==> src/rtl/can_bt_pkg.sv <==
package can_bt_pkg;
  typedef enum logic [1:0] {
    SEG_SYNC = 2'd0,
    SEG_PROP = 2'd1,
    SEG_PH1  = 2'd2,
    SEG_PH2  = 2'd3
  } seg_e;
endpackage

==> src/rtl/cbt_prescaler.sv <==
module cbt_prescaler #(
  parameter int BRP_W = 6
) (
  input  logic             clk,
  input  logic             rst,
  input  logic [BRP_W-1:0] brp,
  output logic             tq_tick
);
  localparam int CW = BRP_W + 1;
  logic [CW-1:0] cnt;
  logic [CW-1:0] limit;

  // 2*(brp+1) clocks per quantum: the last count is 2*brp+1
  assign limit   = {brp, 1'b1};
  assign tq_tick = (cnt == limit);

  always_ff @(posedge clk) begin
    if (rst) cnt <= '0;
    else if (tq_tick) cnt <= '0;
    else cnt <= cnt + 1'b1;
  end
endmodule

==> src/rtl/cbt_edge_det.sv <==
module cbt_edge_det (
  input  logic clk,
  input  logic rst,
  input  logic tq_tick,
  input  logic rx_in,
  input  logic tx_dom,
  output logic fall
);
  logic rx_prev;

  // only recessive-to-dominant transitions while not driving dominant
  assign fall = tq_tick & rx_prev & ~rx_in & ~tx_dom;

  always_ff @(posedge clk) begin
    if (rst) rx_prev <= 1'b1;
    else if (tq_tick) rx_prev <= rx_in;
  end
endmodule

==> src/rtl/cbt_seq.sv <==
module cbt_seq
  import can_bt_pkg::*;
#(
  parameter int SEG_W = 3,
  parameter int SJW_W = 2
) (
  input  logic             clk,
  input  logic             rst,
  input  logic             tq_tick,
  input  logic             fall,
  input  logic             rx_in,
  input  logic             bus_idle,
  input  logic [SEG_W-1:0] prop_m1,
  input  logic [SEG_W-1:0] ph1_m1,
  input  logic [SEG_W-1:0] ph2_m1,
  input  logic [SJW_W-1:0] sjw_m1,
  output logic             sample_stb,
  output logic             sample_bit,
  output logic             tx_stb
);
  localparam int LW = SEG_W + 2;

  seg_e          seg;
  logic [LW-1:0] cnt, qpos, ph1_eff, ph2_eff;
  logic          done;
  logic [LW-1:0] ph1_nom, ph2_nom, prop_last, sjw_len, ext, early_err;
  logic          resync, ph1_end, ph2_end;

  always_comb begin
    ph1_nom   = LW'(ph1_m1) + 1'b1;
    ph2_nom   = LW'(ph2_m1) + 1'b1;
    prop_last = LW'(prop_m1);
    sjw_len   = LW'(sjw_m1) + 1'b1;
    ext       = (qpos < sjw_len) ? qpos : sjw_len;
    early_err = ph2_eff - cnt - 1'b1;
    resync    = fall && !done && (seg != SEG_SYNC);
    ph1_end   = !resync && (cnt == ph1_eff - 1'b1);
    ph2_end   = (cnt == ph2_eff - 1'b1) ||
                (resync && (early_err != '0) && (early_err <= sjw_len));
  end

  always_ff @(posedge clk) begin
    if (rst) begin
      seg        <= SEG_SYNC;
      cnt        <= '0;
      qpos       <= '0;
      ph1_eff    <= ph1_nom;
      ph2_eff    <= ph2_nom;
      done       <= 1'b0;
      sample_stb <= 1'b0;
      sample_bit <= 1'b1;
      tx_stb     <= 1'b0;
    end else begin
      sample_stb <= 1'b0;
      tx_stb     <= 1'b0;
      if (tq_tick) begin
        if (fall && bus_idle) begin
          // hard sync: this quantum becomes the sync slot
          seg     <= SEG_PROP;
          cnt     <= '0;
          qpos    <= LW'(1);
          ph1_eff <= ph1_nom;
          ph2_eff <= ph2_nom;
          done    <= 1'b1;
        end else begin
          qpos <= qpos + 1'b1;
          unique case (seg)
            SEG_SYNC: begin
              seg <= SEG_PROP;
              cnt <= '0;
            end
            SEG_PROP: begin
              if (resync) begin
                ph1_eff <= ph1_nom + ext;
                done    <= 1'b1;
              end
              if (cnt == prop_last) begin
                seg <= SEG_PH1;
                cnt <= '0;
              end else begin
                cnt <= cnt + 1'b1;
              end
            end
            SEG_PH1: begin
              if (resync) begin
                ph1_eff <= ph1_nom + ext;
                done    <= 1'b1;
              end
              if (ph1_end) begin
                seg        <= SEG_PH2;
                cnt        <= '0;
                sample_stb <= 1'b1;
                sample_bit <= rx_in;
              end else begin
                cnt <= cnt + 1'b1;
              end
            end
            SEG_PH2: begin
              if (ph2_end) begin
                seg     <= SEG_SYNC;
                cnt     <= '0;
                qpos    <= '0;
                ph1_eff <= ph1_nom;
                ph2_eff <= ph2_nom;
                done    <= 1'b0;
                tx_stb  <= 1'b1;
              end else begin
                cnt <= cnt + 1'b1;
                if (resync && (early_err != '0)) begin
                  ph2_eff <= ph2_eff - sjw_len;
                  done    <= 1'b1;
                end
              end
            end
            default: seg <= SEG_SYNC;
          endcase
        end
      end
    end
  end
endmodule

==> src/rtl/can_bit_timer.sv <==
module can_bit_timer #(
  parameter int BRP_W = 6,
  parameter int SEG_W = 3,
  parameter int SJW_W = 2
) (
  input  logic             clk,
  input  logic             rst,
  input  logic [BRP_W-1:0] brp,
  input  logic [SEG_W-1:0] prop_m1,
  input  logic [SEG_W-1:0] ph1_m1,
  input  logic [SEG_W-1:0] ph2_m1,
  input  logic [SJW_W-1:0] sjw_m1,
  input  logic             rx_in,
  input  logic             tx_dom,
  input  logic             bus_idle,
  output logic             sample_stb,
  output logic             sample_bit,
  output logic             tx_stb
);
  logic tq_tick, fall;

  cbt_prescaler #(.BRP_W(BRP_W)) u_pre (
    .clk(clk), .rst(rst), .brp(brp), .tq_tick(tq_tick)
  );

  cbt_edge_det u_edge (
    .clk(clk), .rst(rst), .tq_tick(tq_tick), .rx_in(rx_in),
    .tx_dom(tx_dom), .fall(fall)
  );

  cbt_seq #(.SEG_W(SEG_W), .SJW_W(SJW_W)) u_seq (
    .clk(clk), .rst(rst), .tq_tick(tq_tick), .fall(fall), .rx_in(rx_in),
    .bus_idle(bus_idle), .prop_m1(prop_m1), .ph1_m1(ph1_m1),
    .ph2_m1(ph2_m1), .sjw_m1(sjw_m1), .sample_stb(sample_stb),
    .sample_bit(sample_bit), .tx_stb(tx_stb)
  );
endmodule

==> config.mk <==
export PLATFORM = sky130hd
export DESIGN_NAME = can_bit_timer
export DESIGN_NICKNAME = d
export VERILOG_FILES = /design/src/rtl/can_bt_pkg.sv /design/src/rtl/cbt_prescaler.sv /design/src/rtl/cbt_edge_det.sv /design/src/rtl/cbt_seq.sv /design/src/rtl/can_bit_timer.sv
export SDC_FILE = /design/constraint.sdc
export NUM_CORES = 1
export LEC_CHECK = 0
export BUFFER_PORTS_ARGS = -buffer_cell sky130_fd_sc_hd__buf_2
export CAP_MARGIN = 20
export CORE_UTILIZATION = 55
export CTS_BUF_LIST = sky130_fd_sc_hd__clkbuf_8
export CTS_CLUSTER_DIAMETER = 80
export DETAILED_ROUTE_END_ITERATION = 8
export PLACE_DENSITY = 0.75
export SYNTH_ARGS = -nofsm -noshare
export SYNTH_HDL_FRONTEND = slang
export SYNTH_HIERARCHICAL = 1
export SYNTH_SLANG_ARGS = --single-unit
export TNS_END_PERCENT = 10
==> constraint.sdc <==
create_clock -name clk -period 10.4 [get_ports clk]
set_input_delay 2.08 -clock clk [delete_from_list [all_inputs] [get_ports clk]]
set_output_delay 2.08 -clock clk [all_outputs]
set_load 0.01 [all_outputs]
---- Word-level counts from Yosys, hierarchy flattened ----
Index checks and enable logic that the tools add are counted.
cells by class
  $lt $le $gt $ge ......................... 2
  shifts and indexed selects .............. 0
  add/sub/neg operators ................... 12
  multiplexer cells ....................... 33
  reduce and logical (&&, ||, !) cells .... 26
  equality and inequality tests ........... 14
  bitwise gates (word level) .............. 9
  div/mod/pow operators ................... 0
  multipliers ............................. 0
operators by type and width
  operator             count
  $mux 5               19
  $pmux 5 s4           1
  $reduce_and 4->1     4
  $sub 5x1->5 const B  3
  $ne 3x1->1 const B   4
  $add 5x1->5 const B  2
  $eq 5x5->1           2
  $pmux 5 s2           1
  $sub 5x5->5          2
  $add 3x1->4 const B  2
  $mux 2               4
  $ne 4x1->1 const B   2
  $pmux 2 s4           1
  $reduce_bool 4->1    2
  $reduce_or 4->1      2
  $add 7x1->7 const B  1
  $eq 7x7->1           1
  $logic_and 1x1->1    6
  $mux 1               6
  $not 1->1            6
  $reduce_bool 3->1    2
  $add 5x5->5          1
  $eq 5x3->1           1
  $le 5x5->1           1
  14 further kinds     20
word-level totals
  bits in latches ......................... 0
  output and inout port bits .............. 3
  memories kept ........................... 0
  flip-flop bits (word level) ............. 34
  memory bits (read-only) ................. 0
  bits of input ports ..................... 22
  memory bits (writable) .................. 0

---- Logic depth before layout (Yosys ltp) ----
  depth after elaboration ................. 14
  mapped depth ............................ 13
  mapped depth without buffers ............ 13

---- Cells and area by module ----
The synthesis kept the hierarchy.
modules (own cells, without submodules)
  module         times used  cells each  area an instance (sq um)
  cbt_seq        1           240         2,155.8
  cbt_prescaler  1           41          396.6
  cbt_edge_det   1           4           47.5

---- Worst setup path before layout ----
No wires, ideal clock.
  path kind ............................... in2reg
  from .................................... input port brp[4]
  to ...................................... register u_seq.ph2_eff[0] (enable)
  data required time ...................... 10.024 ns
  setup slack ............................. 5.302 ns
  setup time .............................. 0.376 ns
  stages on the path ...................... 9
  arrival time ............................ 4.722 ns
  path buffers ............................ 0
  path through ............................ xor2_1 -> nor3_2 -> and2_1 -> and4bb_1 -> nor3b_1 -> nand2_1 -> o41ai_4 -> nor3_2 -> a211oi_1
on the way
  cells in the longest elaborated chain, start to end .. 11
RTL lines
  what                                 RTL line                       RTL
  from (decl)                          can_bit_timer.sv:8             input logic [BRP_W-1:0] brp,
  $eq 7x7->1 *                         cbt_prescaler.sv:15            assign tq_tick = (cnt == limit);
  named net tq_tick                    can_bit_timer.sv:20            logic tq_tick, fall;
  $and 1x1->1 * (3 in a row)           cbt_edge_det.sv:12             assign fall = tq_tick & rx_prev & ~rx_in & ~tx_dom;
  named net fall                       can_bit_timer.sv:20
  $logic_and 1x1->1 (2 in a row)       cbt_seq.sv:36                  resync = fall && !done && (seg != SEG_SYNC);
  $logic_and 1x1->1                    cbt_seq.sv:39, cbt_seq.sv:109
  $logic_and 1x1->1                    cbt_seq.sv:39                  (resync && (early_err != '0) && (early_err <= sjw_len));
  $logic_or 1x1->1                     cbt_seq.sv:38                  ph2_end = (cnt == ph2_eff - 1'b1) ||
  $reduce_bool 4->1 (no source line)   --
  $reduce_and 3->1 (no source line) *  --
  to (signal assigned)                 cbt_seq.sv:48                  ph2_eff <= ph2_nom;
  to (signal assigned)                 cbt_seq.sv:63                  ph2_eff <= ph2_nom;
  to (signal assigned)                 cbt_seq.sv:104                 ph2_eff <= ph2_nom;
  to (decl)                            cbt_seq.sv:24                  logic [LW-1:0] cnt, qpos, ph1_eff, ph2_eff;
The timed path passes the listed nets; every way through them passes the cells marked *.
A chain may end at the register's enable or synchronous reset.

---- Final worst setup path ----
  from .................................... input port brp[4]
  to ...................................... register u_seq.ph2_eff[1] (enable)
Same word-level chain as after synthesis.

==> results by group <==
Outcome
  • Status: finished, final reports clean

Yosys
  • Syn Area/Cell: 9.123 µm²
  • Post-synth EDFFs: 10
  • Post-synth top area cell: dfxtp_1
  • Syn Nets: approximately 340
  • Synth top area cells: dfxtp_1 18%, ha_1 13%, edfxtp_1 12%, xnor2_1 7.4%, xor2_1 4.7%
  • Netlist cell types: 53
  • Share of flip-flops with an asynchronous set or reset: 0
  • Register area share after synthesis: 0.3003
  • Cells after Synth: about 290
  • Mapped cell area: 0.002600 mm²
  • Share of Yosys cell area claimed by the top area cell type: 0.1848
  • Synth warn: 6
  • Main synth FF type: dfxtp_1
  • #FFs+latches synth: 34

Timing
  • Fin crit period: 5.451 ns
  • Final Hold Viols: 0
  • Final setup fails: 0
  • RSZ-0062 raised after global routing: no
  • Tightest Pin Transition: between 0.9 and 1 ns
  • Fin Setup TNS: 0 ns
  • Slew margin rel.: 0.3254
  • Final-report max-slew violation count: 0
  • Clock Skew: 0.005040 ns
  • Final worst slack: around 4.9 ns
  • Fmax: 183.5 MHz
  • Final period utilization: 0.5241

Worst setup path
  • Crit path arrival time: roughly 5.4 ns
  • Crit Path Class: input pin to register
  • R2R Path End: u_seq/ph2_eff[1]$_DFFE_PP_
  • Worst Path Required: 10.32 ns
  • Worst R2R Path Depth: 9
  • Reg2reg start: u_pre/cnt[5]$_SDFF_PP0_
  • Critical Path Source Type: input pin
  • CP max stage cell: a211oi_1
  • Max incr delay on CP: around 0.63 ns
  • Crit-path max FO: 10
  • Worst R2R Setup Slack: between 6 and 7 ns
  • CP most frequent cell: nor3_2
  • CP Cell Sequence: buf_2 > xor2_1 > nor3_2 > and2_1 > and4bb_1 > nor3b_1 > nand2_1 > o41ai_4 > nor3_2 > a211oi_1
  • Crit. End Element: register

Route
  • Residual DRC: 0
  • Wire per inst: approximately 15 µm
  • Vias: roughly 2100
  • Final ANT Viol Nets: 0
  • Drt via density: about 5.9
  • WL final: ~5400 µm
  • Starting DRT DRC Count: 86
  • First-pass detailed-route iteration total: 4

Cells and area
  • Filler Cells Inserted: about 400
  • Share of cells above drive strength 1: 0.1374
  • Synth-to-Final Area Change: 9.817%
  • Nets: approximately 370
  • Cell area after layout: 0.002855 mm²
  • Most common cell after layout, fill and taps aside: ha_1
  • Commonest cells after routing, fill and taps aside: 28 x ha_1, 26 x inv_1, 24 x buf_2, 24 x dfxtp_1, 22 x xnor2_1
  • Ant. Diodes: 0

Die
  • CORE AREA: about 0.0044 mm²
  • DIE HEIGHT: roughly 70 µm
  • Starting density of the core: 0.5850
  • IO Count: 25
  • Die Wd: about 71 µm
  • Die footprint: 0.005006 mm²
  • Row cnt: 24

Global routing
  • First-pass GRT wire length: approximately 9200 µm
  • Total Routing Usage GR: 0.2334
  • Total gr overflow: 0
  • Initial antenna violation count: 0
  • Largest net degree at the start of global routing: 21
  • Number of global-route vias before repair: between 2000 and 2500

Clock tree
  • # hold bufs at CTS: 0
  • Post-CTS Resized: 0
  • CTS root buffer: clkbuf_8
  • Clock Sinks: 34
  • Post-CTS Setup Bufs: 0
  • Clock edge transition at the registers on the reported setup and hold paths: ~0.07 ns
  • Cts bufs inserted: 5
  • Skew-Pair Late Insertion Delay: a little under 0.3 ns
  • CTS H-Tree Depth: 2
  • CTS tree: done
  • Clk buf depth: 2

Worst hold path
  • WHS Path Cells: 1
  • Hold worst-path end: u_seq/sample_bit$_SDFFE_PP1P_
  • Worst min path class: register to register
  • Hold_sp: u_seq/sample_bit$_SDFFE_PP1P_

Placement
  • Placer congestion estimate: around 0.87
  • HPWL Detailed: 4218 µm
  • Area of placed instances: between 0.002 and 0.003 mm²
  • Dpl ws: around 4.6 ns
  • PortBufs: 24

Job
  • MaxCap Viol Count: 0

Power and ir drop
  • Power Total: just over 300 µW
  • LEAKAGE: around 0.0012 µW
  • Pwr Density: roughly 110 mW/mm²
  • Max VDD drop: 110.4 µV
==> final cells by class <==
cell class                 instances  area (µm²)  share of cell area
clock buffer                       6       82.58             0.02892
clock inverter                     2       11.26            0.003944
inverter                          26       97.59             0.03418
multi-input combinational        221        1698              0.5947
sequential                        34       780.7              0.2734
tap                               52       65.06             0.02279
timing repair buffer              24       120.1             0.04207
==> worst max path at each step <==
stage | startpoint | endpoint | slack, ns | depth (start not counted)
2_1_floorplan | brp[4] | u_seq/ph2_eff[0]$_DFFE_PP_ | 5.30 | 9
3_3_place_gp | brp[4] | u_seq/ph2_eff[0]$_DFFE_PP_ | 4.89 | 10
3_5_place_dp | brp[4] | u_seq/ph2_eff[0]$_DFFE_PP_ | 4.64 | 10
4_1_cts | brp[4] | u_seq/ph2_eff[0]$_DFFE_PP_ | 4.94 | 10
5_1_grt | brp[4] | u_seq/ph2_eff[3]$_DFFE_PP_ | 4.65 | 10
6_report | brp[4] | u_seq/ph2_eff[1]$_DFFE_PP_ | 4.95 | 10
==> worst max-delay path, delay by kind of cell <==
kind / cells / cell delay, ns
buf+inv: 1 / 0.10
compound gates: 2 / 1.21
xor+xnor: 1 / 0.14
simple gates: 6 / 1.82
==> report_power, final <==
part           leakage [µW]  total [µW]  switching, µW  internal [µW]
logic              0.000864        56.1           29.6           26.5
clock network     0.0000515         102           48.9           53.4
registers          0.000290         146           4.39            141
==> state kept, by name, summed over array words and instances, names as in the netlist <==
register          flops
u_seq/tx_stb          1
u_seq/seg             2
u_seq/qpos            5
u_seq/ph1_eff         5
u_seq/sample_stb      1
u_seq/done            1
u_seq/cnt             5
u_edge/rx_prev        1
u_seq/ph2_eff         5
u_pre/cnt             7
u_seq/sample_bit      1
==> cells by family after synthesis <==
group           count (synthesis)  synth area share
buf+inv                        30           0.04668
simple gates                   83            0.1747
mux                             5           0.02117
compound gates                 65            0.1766
xor+xnor                       36            0.1213
other cells                     1          0.001442
flops                          34            0.3003
fa+ha+maj                      31            0.1578
==> layer usage <==
metal	vias to the layer above	GRT usage	routed length, µm
met1	1016	0.2995	2528
li1	1079	-	-
met5	-	0	0
met4	0	0.04889	26
met3	2	0.05271	211
met2	49	0.4038	2645
==> cells in the mapped netlist, types with 3 or more instances <==
master / n
a31oi_1: 5
and3_1: 5
nor2_1: 15
nor2b_1: 5
fa_1: 3
nor4_1: 4
xnor2_1: 22
nor3_1: 8
inv_1: 26
and2_1: 3
ha_1: 28
mux2_2: 4
edfxtp_1: 10
nand2_1: 14
nand2b_1: 6
a21oi_1: 16
o21ai_0: 9
a22o_1: 3
xor2_1: 14
o22ai_1: 4
a21o_1: 5
nand3_1: 9
a211oi_1: 6
dfxtp_1: 24
==> per-stage QoR <==
stage / hold slack (ns) / utilization / std cells
3_5_place_dp: 0.4525 / 0.6213 / 357
2_1_floorplan: 0.4488 / - / 285
6_report: 0.4651 / 0.6425 / 365
4_1_cts: 0.4693 / 0.6425 / 365
5_1_grt: 0.5027 / 0.6425 / 365
3_3_place_gp: 0.4408 / 0.6213 / 357
(Power assumes the default switching activity.)
